$ cat src/rtl/ttc_pkg.sv
// Shared constants for the three-channel timer: register group offsets,
// the per-channel stride and the bit positions decoded by the channels.
package ttc_pkg;

    localparam int NUM_GRP   = 6;
    localparam int CH_STRIDE = 4;

    // Register group indices
    localparam int GRP_CLK = 0;
    localparam int GRP_CNT = 1;
    localparam int GRP_VAL = 2;
    localparam int GRP_INT = 3;
    localparam int GRP_STS = 4;
    localparam int GRP_IEN = 5;

    // Field positions
    localparam int CLK_EN_BIT    = 0;
    localparam int CLK_EXP_LSB   = 1;
    localparam int CNT_DIS_BIT   = 0;
    localparam int CNT_MODE_BIT  = 1;
    localparam int CNT_RST_BIT   = 4;
    localparam int CNT_SPARE_BIT = 5;
    localparam int STS_IV_BIT    = 0;
    localparam int IEN_IV_BIT    = 0;

    // Byte offset of a register group for channel 0
    function automatic int grp_base(input int g);
        case (g)
            GRP_CLK: return 'h00;
            GRP_CNT: return 'h0C;
            GRP_VAL: return 'h18;
            GRP_INT: return 'h24;
            GRP_STS: return 'h54;
            GRP_IEN: return 'h60;
            default: return 'hFF;
        endcase
    endfunction

endpackage

$ cat src/rtl/ttc_addr_decode.sv
// Address decoder: turns a byte address into a one-hot hit vector, one
// bit per (channel, register group). Assumes ADDR_W covers the top offset.
module ttc_addr_decode
    import ttc_pkg::*;
#(
    parameter int NUM_CH = 3,
    parameter int ADDR_W = 8
) (
    input  logic [ADDR_W-1:0]                  addr,
    output logic [NUM_CH-1:0][NUM_GRP-1:0]     hit
);

    // One comparator per channel and register group
    for (genvar c = 0; c < NUM_CH; c++) begin : g_ch
        for (genvar g = 0; g < NUM_GRP; g++) begin : g_grp
            localparam int OFFS = grp_base(g) + CH_STRIDE * c;
            assign hit[c][g] = (addr == ADDR_W'(OFFS));
        end
    end

endmodule

$ cat src/rtl/ttc_prescaler.sv
// Power-of-two prescaler: yields an advance tick every 2^(exp+1) clocks
// while enabled, or every clock while bypassed. Its phase is cleared by
// clr and it holds while run is low. Assumes 2^PRE_W fits a counter.
module ttc_prescaler #(
    parameter int PRE_W = 4
) (
    input  logic             clk,
    input  logic             rst_n,
    input  logic             en,
    input  logic [PRE_W-1:0] exp_sel,
    input  logic             run,
    input  logic             clr,
    output logic             tick
);

    localparam int DIV_W = 2 ** PRE_W;

    logic [PRE_W:0]   shamt;
    logic [DIV_W-1:0] limit;
    logic [DIV_W-1:0] div_q;

    // Terminal divider value is 2^(exp+1)-1
    assign shamt = {1'b0, exp_sel} + {{PRE_W{1'b0}}, 1'b1};
    assign limit = ~({DIV_W{1'b1}} << shamt);

    // Tick when bypassed or when the divider reaches its limit
    assign tick = !en || (div_q == limit);

    // Divider phase: cleared on restart or bypass, advances while running
    always_ff @(posedge clk) begin
        if (!rst_n) begin
            div_q <= '0;
        end else if (clr || !en) begin
            div_q <= '0;
        end else if (run) begin
            div_q <= (div_q == limit) ? '0 : div_q + DIV_W'(1);
        end
    end

endmodule

$ cat src/rtl/ttc_channel.sv
// One timer channel: control registers, prescaler, up-counter with
// free-running or interval wrap, clear-on-read status and interrupt
// gating. Assumes DATA_W >= CNT_W and DATA_W > CNT_SPARE_BIT.
module ttc_channel
    import ttc_pkg::*;
#(
    parameter int CNT_W  = 16,
    parameter int PRE_W  = 4,
    parameter int DATA_W = 32
) (
    input  logic               clk,
    input  logic               rst_n,
    input  logic               wr_en,
    input  logic               rd_en,
    input  logic [NUM_GRP-1:0] hit,
    input  logic [DATA_W-1:0]  wdata,
    output logic [DATA_W-1:0]  rdata,
    output logic               irq
);

    logic             clk_en_q;
    logic [PRE_W-1:0] clk_exp_q;
    logic             dis_q, mode_q, spare_q;
    logic [CNT_W-1:0] intv_q, count_q;
    logic             ien_q, sts_q;

    logic wr_clk, wr_cnt, wr_int, wr_ien;
    logic restart_wr, sts_rd;
    logic tick, adv, at_top, iv_hit;
    logic unused_wdata;

    assign wr_clk     = wr_en && hit[GRP_CLK];
    assign wr_cnt     = wr_en && hit[GRP_CNT];
    assign wr_int     = wr_en && hit[GRP_INT];
    assign wr_ien     = wr_en && hit[GRP_IEN];
    assign restart_wr = wr_cnt && wdata[CNT_RST_BIT];
    assign sts_rd     = rd_en && hit[GRP_STS];
    assign unused_wdata = ^wdata;

    // Prescaler for this channel
    ttc_prescaler #(.PRE_W(PRE_W)) i_pre (
        .clk     (clk),
        .rst_n   (rst_n),
        .en      (clk_en_q),
        .exp_sel (clk_exp_q),
        .run     (!dis_q),
        .clr     (restart_wr),
        .tick    (tick)
    );

    // Advance and interval-wrap decisions
    assign adv    = tick && !dis_q;
    assign at_top = mode_q && (count_q >= intv_q);
    assign iv_hit = adv && at_top && !restart_wr;

    // Clock control register
    always_ff @(posedge clk) begin
        if (!rst_n) begin
            clk_en_q  <= 1'b0;
            clk_exp_q <= '0;
        end else if (wr_clk) begin
            clk_en_q  <= wdata[CLK_EN_BIT];
            clk_exp_q <= wdata[CLK_EXP_LSB +: PRE_W];
        end
    end

    // Counter control register (restart bit is not stored)
    always_ff @(posedge clk) begin
        if (!rst_n) begin
            dis_q   <= 1'b0;
            mode_q  <= 1'b0;
            spare_q <= 1'b0;
        end else if (wr_cnt) begin
            dis_q   <= wdata[CNT_DIS_BIT];
            mode_q  <= wdata[CNT_MODE_BIT];
            spare_q <= wdata[CNT_SPARE_BIT];
        end
    end

    // Interval and interrupt enable registers
    always_ff @(posedge clk) begin
        if (!rst_n) begin
            intv_q <= '0;
            ien_q  <= 1'b0;
        end else begin
            if (wr_int) intv_q <= wdata[CNT_W-1:0];
            if (wr_ien) ien_q  <= wdata[IEN_IV_BIT];
        end
    end

    // Up-counter: restart first, then wrap or increment on an advance
    always_ff @(posedge clk) begin
        if (!rst_n) begin
            count_q <= '0;
        end else if (restart_wr) begin
            count_q <= '0;
        end else if (adv) begin
            count_q <= at_top ? '0 : count_q + CNT_W'(1);
        end
    end

    // Status: a new event takes priority over a clearing read
    always_ff @(posedge clk) begin
        if (!rst_n) begin
            sts_q <= 1'b0;
        end else if (iv_hit) begin
            sts_q <= 1'b1;
        end else if (sts_rd) begin
            sts_q <= 1'b0;
        end
    end

    assign irq = sts_q && ien_q;

    // Read data for whichever register of this channel is addressed
    always_comb begin
        rdata = '0;
        if (hit[GRP_CLK]) begin
            rdata[CLK_EN_BIT]            = clk_en_q;
            rdata[CLK_EXP_LSB +: PRE_W]  = clk_exp_q;
        end
        if (hit[GRP_CNT]) begin
            rdata[CNT_DIS_BIT]   = dis_q;
            rdata[CNT_MODE_BIT]  = mode_q;
            rdata[CNT_SPARE_BIT] = spare_q;
        end
        if (hit[GRP_VAL]) rdata[CNT_W-1:0] = count_q;
        if (hit[GRP_INT]) rdata[CNT_W-1:0] = intv_q;
        if (hit[GRP_STS]) rdata[STS_IV_BIT] = sts_q;
        if (hit[GRP_IEN]) rdata[IEN_IV_BIT] = ien_q;
    end

    // a disabled counter holds unless restarted
    a_r4_hold_when_disabled: assert property (@(posedge clk) disable iff (!rst_n)
        (dis_q && !restart_wr) |=> $stable(count_q));

    // a restart write leaves the count at zero
    a_r5_restart_zero: assert property (@(posedge clk) disable iff (!rst_n)
        restart_wr |=> (count_q == '0));

    // status only rises after an interval-mode cycle
    a_r6_free_no_status: assert property (@(posedge clk) disable iff (!rst_n)
        $rose(sts_q) |-> $past(mode_q));

    // an advance at or past the interval value returns the count to zero
    a_r7_wrap_to_zero: assert property (@(posedge clk) disable iff (!rst_n)
        (adv && at_top) |=> (count_q == '0));

    // an event always leaves status set, even against a read
    a_r8_event_wins: assert property (@(posedge clk) disable iff (!rst_n)
        iv_hit |=> sts_q);

    // a read with no event clears status
    a_r8_read_clears: assert property (@(posedge clk) disable iff (!rst_n)
        (sts_rd && !iv_hit) |=> !sts_q);

endmodule

$ cat src/rtl/ttc_timer.sv
// Three-channel timer top: decodes the register bus, fans strobes out to
// the channels, and returns registered read data one cycle after a read.
// Assumes a single clock domain and word-aligned byte addresses.
module ttc_timer
    import ttc_pkg::*;
#(
    parameter int NUM_CH = 3,
    parameter int CNT_W  = 16,
    parameter int PRE_W  = 4,
    parameter int DATA_W = 32,
    parameter int ADDR_W = 8
) (
    input  logic              clk,
    input  logic              rst_n,
    input  logic              reg_wr,
    input  logic              reg_rd,
    input  logic [ADDR_W-1:0] reg_addr,
    input  logic [DATA_W-1:0] reg_wdata,
    output logic [DATA_W-1:0] reg_rdata,
    output logic [NUM_CH-1:0] irq
);

    logic [NUM_CH-1:0][NUM_GRP-1:0] hit;
    logic [NUM_CH-1:0][DATA_W-1:0]  ch_rdata;
    logic [DATA_W-1:0]              rd_mux;

    // Address decode
    ttc_addr_decode #(.NUM_CH(NUM_CH), .ADDR_W(ADDR_W)) i_dec (
        .addr (reg_addr),
        .hit  (hit)
    );

    // Channel instances
    for (genvar c = 0; c < NUM_CH; c++) begin : g_chan
        ttc_channel #(.CNT_W(CNT_W), .PRE_W(PRE_W), .DATA_W(DATA_W)) i_ch (
            .clk   (clk),
            .rst_n (rst_n),
            .wr_en (reg_wr),
            .rd_en (reg_rd),
            .hit   (hit[c]),
            .wdata (reg_wdata),
            .rdata (ch_rdata[c]),
            .irq   (irq[c])
        );
    end

    // Merge channel read data (at most one channel is addressed)
    always_comb begin
        rd_mux = '0;
        for (int c = 0; c < NUM_CH; c++) rd_mux |= ch_rdata[c];
    end

    // Registered read data, loaded only on a read strobe
    always_ff @(posedge clk) begin
        if (!rst_n) begin
            reg_rdata <= '0;
        end else if (reg_rd) begin
            reg_rdata <= rd_mux;
        end
    end

    // read data holds when no read is issued
    a_r2_rdata_hold: assert property (@(posedge clk) disable iff (!rst_n)
        !reg_rd |=> $stable(reg_rdata));

    // an address never selects more than one register
    a_r2_single_hit: assert property (@(posedge clk) disable iff (!rst_n)
        $onehot0(hit));

endmodule

$ cat config.mk
export PLATFORM = sky130hd
export DESIGN_NAME = ttc_timer
export DESIGN_NICKNAME = d
export VERILOG_FILES = /design/src/rtl/ttc_pkg.sv /design/src/rtl/ttc_addr_decode.sv /design/src/rtl/ttc_prescaler.sv /design/src/rtl/ttc_channel.sv /design/src/rtl/ttc_timer.sv
export SDC_FILE = /design/constraint.sdc
export NUM_CORES = 1
export LEC_CHECK = 0
export ABC_AREA = 1
export BUFFER_PORTS_ARGS = -buffer_cell sky130_fd_sc_hd__buf_2
export CAP_MARGIN = 20
export CORE_MARGIN = 3
export CORE_UTILIZATION = 30
export DETAILED_ROUTE_END_ITERATION = 10
export SYNTH_ARGS = -nofsm -noshare
export SYNTH_HDL_FRONTEND = slang
export SYNTH_SLANG_ARGS = --single-unit
$ cat constraint.sdc
create_clock -name clk -period 3.84 [get_ports clk]
set_input_delay 0.768 -clock clk [delete_from_list [all_inputs] [get_ports clk]]
set_output_delay 0.768 -clock clk [all_outputs]
set_load 0.005 [all_outputs]
==> results summary <==
After synthesis, flip-flops and latches occupy 30.6% of the total area. The final routed DRC violation total is 0. The hold violation count in the final report is 0. The total core area came out at 40,300 µm².

Of all flip-flops after synthesis, the portion carrying an async set or reset was 0%. The number of global-route vias before repair was 11,500. The unique cell type count in the Yosys netlist came out at 39. The worst reg-to-reg setup slack came out at 0.86 ns. The measured slew at the worst slew-check pin came out at 0.947 ns. The non-filler instance count after layout is 2,475.

Across the run, the number of max-cap violations was 0. In the synthesized netlist the dominant register cell turns out to be sky130_fd_sc_hd__dfxtp_1. The share of final-layout standard cells stronger than drive strength 1 is 6.21%. The overall via count from detail_route is 12,600. Power spread over the standard cell area amounts to 309 nW/µm². The library cell used most frequently in the layout, excluding fill and tap cells, is sky130_fd_sc_hd__nand2_1. The final-report setup violation count came out at 0. In the post-synthesis netlist, the biggest area contributors are sky130_fd_sc_hd__dfxtp_1 (31%), sky130_fd_sc_hd__nand2_1 (11%), sky130_fd_sc_hd__nand3_1 (9.5%). The startpoint identified for the worst register-to-register timing path is g_chan[0].i_ch.clk_exp_q[1]$_SDFFE_PN0P_. The number of I/O port buffers is 46.

The cell count after placement came out at 2,444. For the final database, setup skew stands at 0.0153 ns. The max-slew violation count came out at 0. After detailed routing, the average wire length per cell comes to 15.5 µm.

The smallest clock period supported by the final layout is computed as 2.98 ns. For this run the aggregate overflow at the end of global routing stands at 0. The most critical setup path has its endpoint at g_chan[0].i_ch.i_pre.div_q[8]$_SDFFE_PP0N_. The number of antenna violations at the first check in global routing was 0.

The flow ran to the end, and the final reports show no timing, DRC or antenna violations. The number of I/O pins came out at 79. For this run, the number of Yosys warnings is 0.

The largest total area in the synthesized netlist belongs to sky130_fd_sc_hd__dfxtp_1. The kind of launch point of the worst setup path is a register. Entering global routing, the biggest net connects 42 pins. The number of enable-type register cells in the synthesized netlist is 0. The number of buffers inserted during clock tree synthesis came out at 17. The worst register-to-register path has a depth of 13. The number of gates resized after cts is 0. The standard-cell row count is 73. Wires add up to 38.3 mm. After the first detailed-routing iteration, the DRC count stood at 1,051. The average via count per standard cell came out at 5.10. In this run the vertical extent of the chip is 209 µm. The post-synthesis area per instance came out at 6.47 µm². The root buffer cell chosen for the clock tree is sky130_fd_sc_hd__clkbuf_16. The critical path in this run is classified as register to register.

The synthesized netlist cell count came out at 1,920. The part of the cycle the worst path needs is 77.7%. The worst hold path belongs to the class register to register. The flip-flop and latch count after synthesis is 190. The first global-routing pass estimated 60.7 mm of wire. The maximum frequency from static timing analysis is 0.335 GHz. The floorplan die area came out at 43,900 µm².

The number of search-and-repair iterations in the first detailed-routing pass is 5. After clock tree synthesis, the clock-pin slew on the worst setup and hold paths is 0.08 ns. The area added between synthesis and finish is 10.6%. The width of the chip came out at 209 µm. The worst max-slew margin expressed relative to the limit came out at 35.2%. TritonCTS built the clock tree.

The clock reaches the later pin of the worst-skew pair after 0.45 ns. In this run the biggest area consumer among cell types represents 30.6% of the synthesized area. The total global-route track usage is 16.9%. The sum of net half-perimeters after detailed placement came out at 29.0 mm.

Setup total negative slack on the finished layout was measured at 0 ns. The CTS H-tree depth came out at 4. The cell area after synthesis is 12,400 µm².

The required time of the worst setup path came out at 4.16 ns. The number of nets in the finished design came out at 2,045. CTS saw 190 sinks.

The maximum number of buffers from clock root to sink came out at 2. The final antenna diode count is 0. On the final layout, the worst hold slack is 0.473 ns.

The worst setup path is captured at a register. The routability-driven placement congestion ratio is 0.889. The number of buffers added for setup after CTS came out at 0. The worst-path maximum fanout came out at 17. The final antenna-violating net count came out at 0. The worst register-to-register path ends at g_chan[0].i_ch.i_pre.div_q[8]$_SDFFE_PP0N_. STA puts the critical path data arrival time at 3.31 ns. Setup repair after global routing left no endpoint under its margin. The effective utilization at floorplan came out at 30.8%. Leaving out fill and tap cells, the most frequent cells in the layout are sky130_fd_sc_hd__nand2_1 (364), sky130_fd_sc_hd__inv_1 (242), sky130_fd_sc_hd__nand3_1 (236). In this run the worst setup path begins at g_chan[0].i_ch.clk_exp_q[1]$_SDFFE_PN0P_. The worst vdd rail ir drop is 0.252 mV. The total leakage power is 5.62 nW.

The hold-fix buffer count after cts is 0. The layout filler cell count is 4,352.
[synth_stat cells, types with 2 or more instances]
master and instances:
sky130_fd_sc_hd__a211oi_1 3, sky130_fd_sc_hd__clkinv_1 3, sky130_fd_sc_hd__nand3b_1 6, sky130_fd_sc_hd__nand3_2 2, sky130_fd_sc_hd__or2_2 3, sky130_fd_sc_hd__nand3_1 236
sky130_fd_sc_hd__buf_2 6, sky130_fd_sc_hd__a31oi_1 3, sky130_fd_sc_hd__nand4_1 28, sky130_fd_sc_hd__a21boi_0 3, sky130_fd_sc_hd__nor2_1 212, sky130_fd_sc_hd__inv_1 242
sky130_fd_sc_hd__a221oi_1 11, sky130_fd_sc_hd__xnor2_1 12, sky130_fd_sc_hd__inv_2 3, sky130_fd_sc_hd__buf_6 5, sky130_fd_sc_hd__dfxtp_1 190, sky130_fd_sc_hd__xor2_1 44
sky130_fd_sc_hd__nand2_2 9, sky130_fd_sc_hd__a41oi_1 6, sky130_fd_sc_hd__a21oi_1 171, sky130_fd_sc_hd__o21ai_0 120, sky130_fd_sc_hd__nand4_2 3, sky130_fd_sc_hd__buf_4 26
sky130_fd_sc_hd__o211ai_1 5, sky130_fd_sc_hd__o22ai_1 17, sky130_fd_sc_hd__nor3b_1 5, sky130_fd_sc_hd__o21a_1 3, sky130_fd_sc_hd__nand2_1 364, sky130_fd_sc_hd__a2111oi_0 3
sky130_fd_sc_hd__nor3_1 45, sky130_fd_sc_hd__ha_1 63, sky130_fd_sc_hd__clkbuf_1 49, sky130_fd_sc_hd__nor4_1 14
[metal layers]
layer  vias up  global-route usage (%)  routed length [µm]
li1       6362                       -                   -
met1      5892                    24.7               18800
met2       331                    26.6               17000
met3        34                    2.35                2130
met4         0                    3.58                 456
met5         -                       0                   0
[flip-flops by register name, summed over array words and instances (netlist names)]
register,flops
g_chan.i_ch.i_pre.div_q,48
g_chan.i_ch.intv_q,48
g_chan.i_ch.count_q,48
g_chan.i_ch.clk_exp_q,12
g_chan.i_ch.spare_q,3
g_chan.i_ch.mode_q,3
reg_rdata,16
g_chan.i_ch.sts_q,3
g_chan.i_ch.dis_q,3
g_chan.i_ch.clk_en_q,3
g_chan.i_ch.ien_q,3
[how the worst min path moves through the flow]
| stage | from | endpoint | slack (ns) | depth (start not counted) |
|---|---|---|---|---|
| 3_5_place_dp | g_chan[2].i_ch.spare_q$_SDFFE_PN0P_ | g_chan[2].i_ch.spare_q$_SDFFE_PN0P_ | 0.46 | 2 |
| 2_1_floorplan | g_chan[2].i_ch.spare_q$_SDFFE_PN0P_ | g_chan[2].i_ch.spare_q$_SDFFE_PN0P_ | 0.42 | 2 |
| 5_1_grt | g_chan[0].i_ch.intv_q[11]$_SDFFE_PN0P_ | g_chan[0].i_ch.intv_q[11]$_SDFFE_PN0P_ | 0.49 | 2 |
| 3_3_place_gp | g_chan[2].i_ch.spare_q$_SDFFE_PN0P_ | g_chan[2].i_ch.spare_q$_SDFFE_PN0P_ | 0.45 | 2 |
| 4_1_cts | g_chan[2].i_ch.spare_q$_SDFFE_PN0P_ | g_chan[2].i_ch.spare_q$_SDFFE_PN0P_ | 0.47 | 2 |
| 6_report | g_chan[2].i_ch.spare_q$_SDFFE_PN0P_ | g_chan[2].i_ch.spare_q$_SDFFE_PN0P_ | 0.47 | 2 |
[kinds of logic (layout without fill, tap and decap cells)]
kind of cell    after synthesis  count (layout)  share of synthesized area [%]
other cells                   1              16                         0.0302
buf+inv                     335             350                           11.3
flops                       190             190                           30.6
compound gates              348             348                           15.2
xor+xnor                     56              56                           3.95
fa+ha+maj                    63              63                           6.35
simple gates                927             927                           32.6
[critical path, cell delays in order, from the launching register on]
cell and delay (ns):
sky130_fd_sc_hd__dfxtp_1 0.39, sky130_fd_sc_hd__ha_1 0.24, sky130_fd_sc_hd__ha_1 0.31, sky130_fd_sc_hd__inv_1 0.09, sky130_fd_sc_hd__o21ai_0 0.35, sky130_fd_sc_hd__inv_1 0.11, sky130_fd_sc_hd__nand2_1 0.07, sky130_fd_sc_hd__nand2_1 0.05
sky130_fd_sc_hd__nand2_1 0.08, sky130_fd_sc_hd__nand3_1 0.08, sky130_fd_sc_hd__nor2_1 0.11, sky130_fd_sc_hd__nand4_2 0.43, sky130_fd_sc_hd__nand2_2 0.45, sky130_fd_sc_hd__nor3b_1 0.09
[layout make-up]
cell class	instances	area [µm²]	area share, %
clock buffer	19	443	3.23
sequential	190	3800	27.7
tap	525	657	4.78
inverter	248	931	6.78
clock inverter	12	206	1.50
multi-input combinational	1410	7270	53.0
timing repair buffer	71	418	3.04
[per-stage QoR]
stage	utilization [%]	worst slack, ns	area, µm²	power (mW)
after floorplan	-	1.49	12500	2.20
after global placement	32.5	0.758	13100	2.27
after detailed placement	32.5	0.686	13100	2.27
after CTS	34.1	0.887	13700	4.28
after global routing	34.1	0.588	13700	4.39
final	34.1	0.857	13700	4.25
[report_power, final]
part           switching, mW  internal [mW]  total [mW]
clock                  0.834           1.18        2.01
combinational          0.150         0.0755       0.226
sequential            0.0205           1.99        2.01
total                   1.00           3.24        4.25
Note: power is estimated with default switching activity, not from simulation.
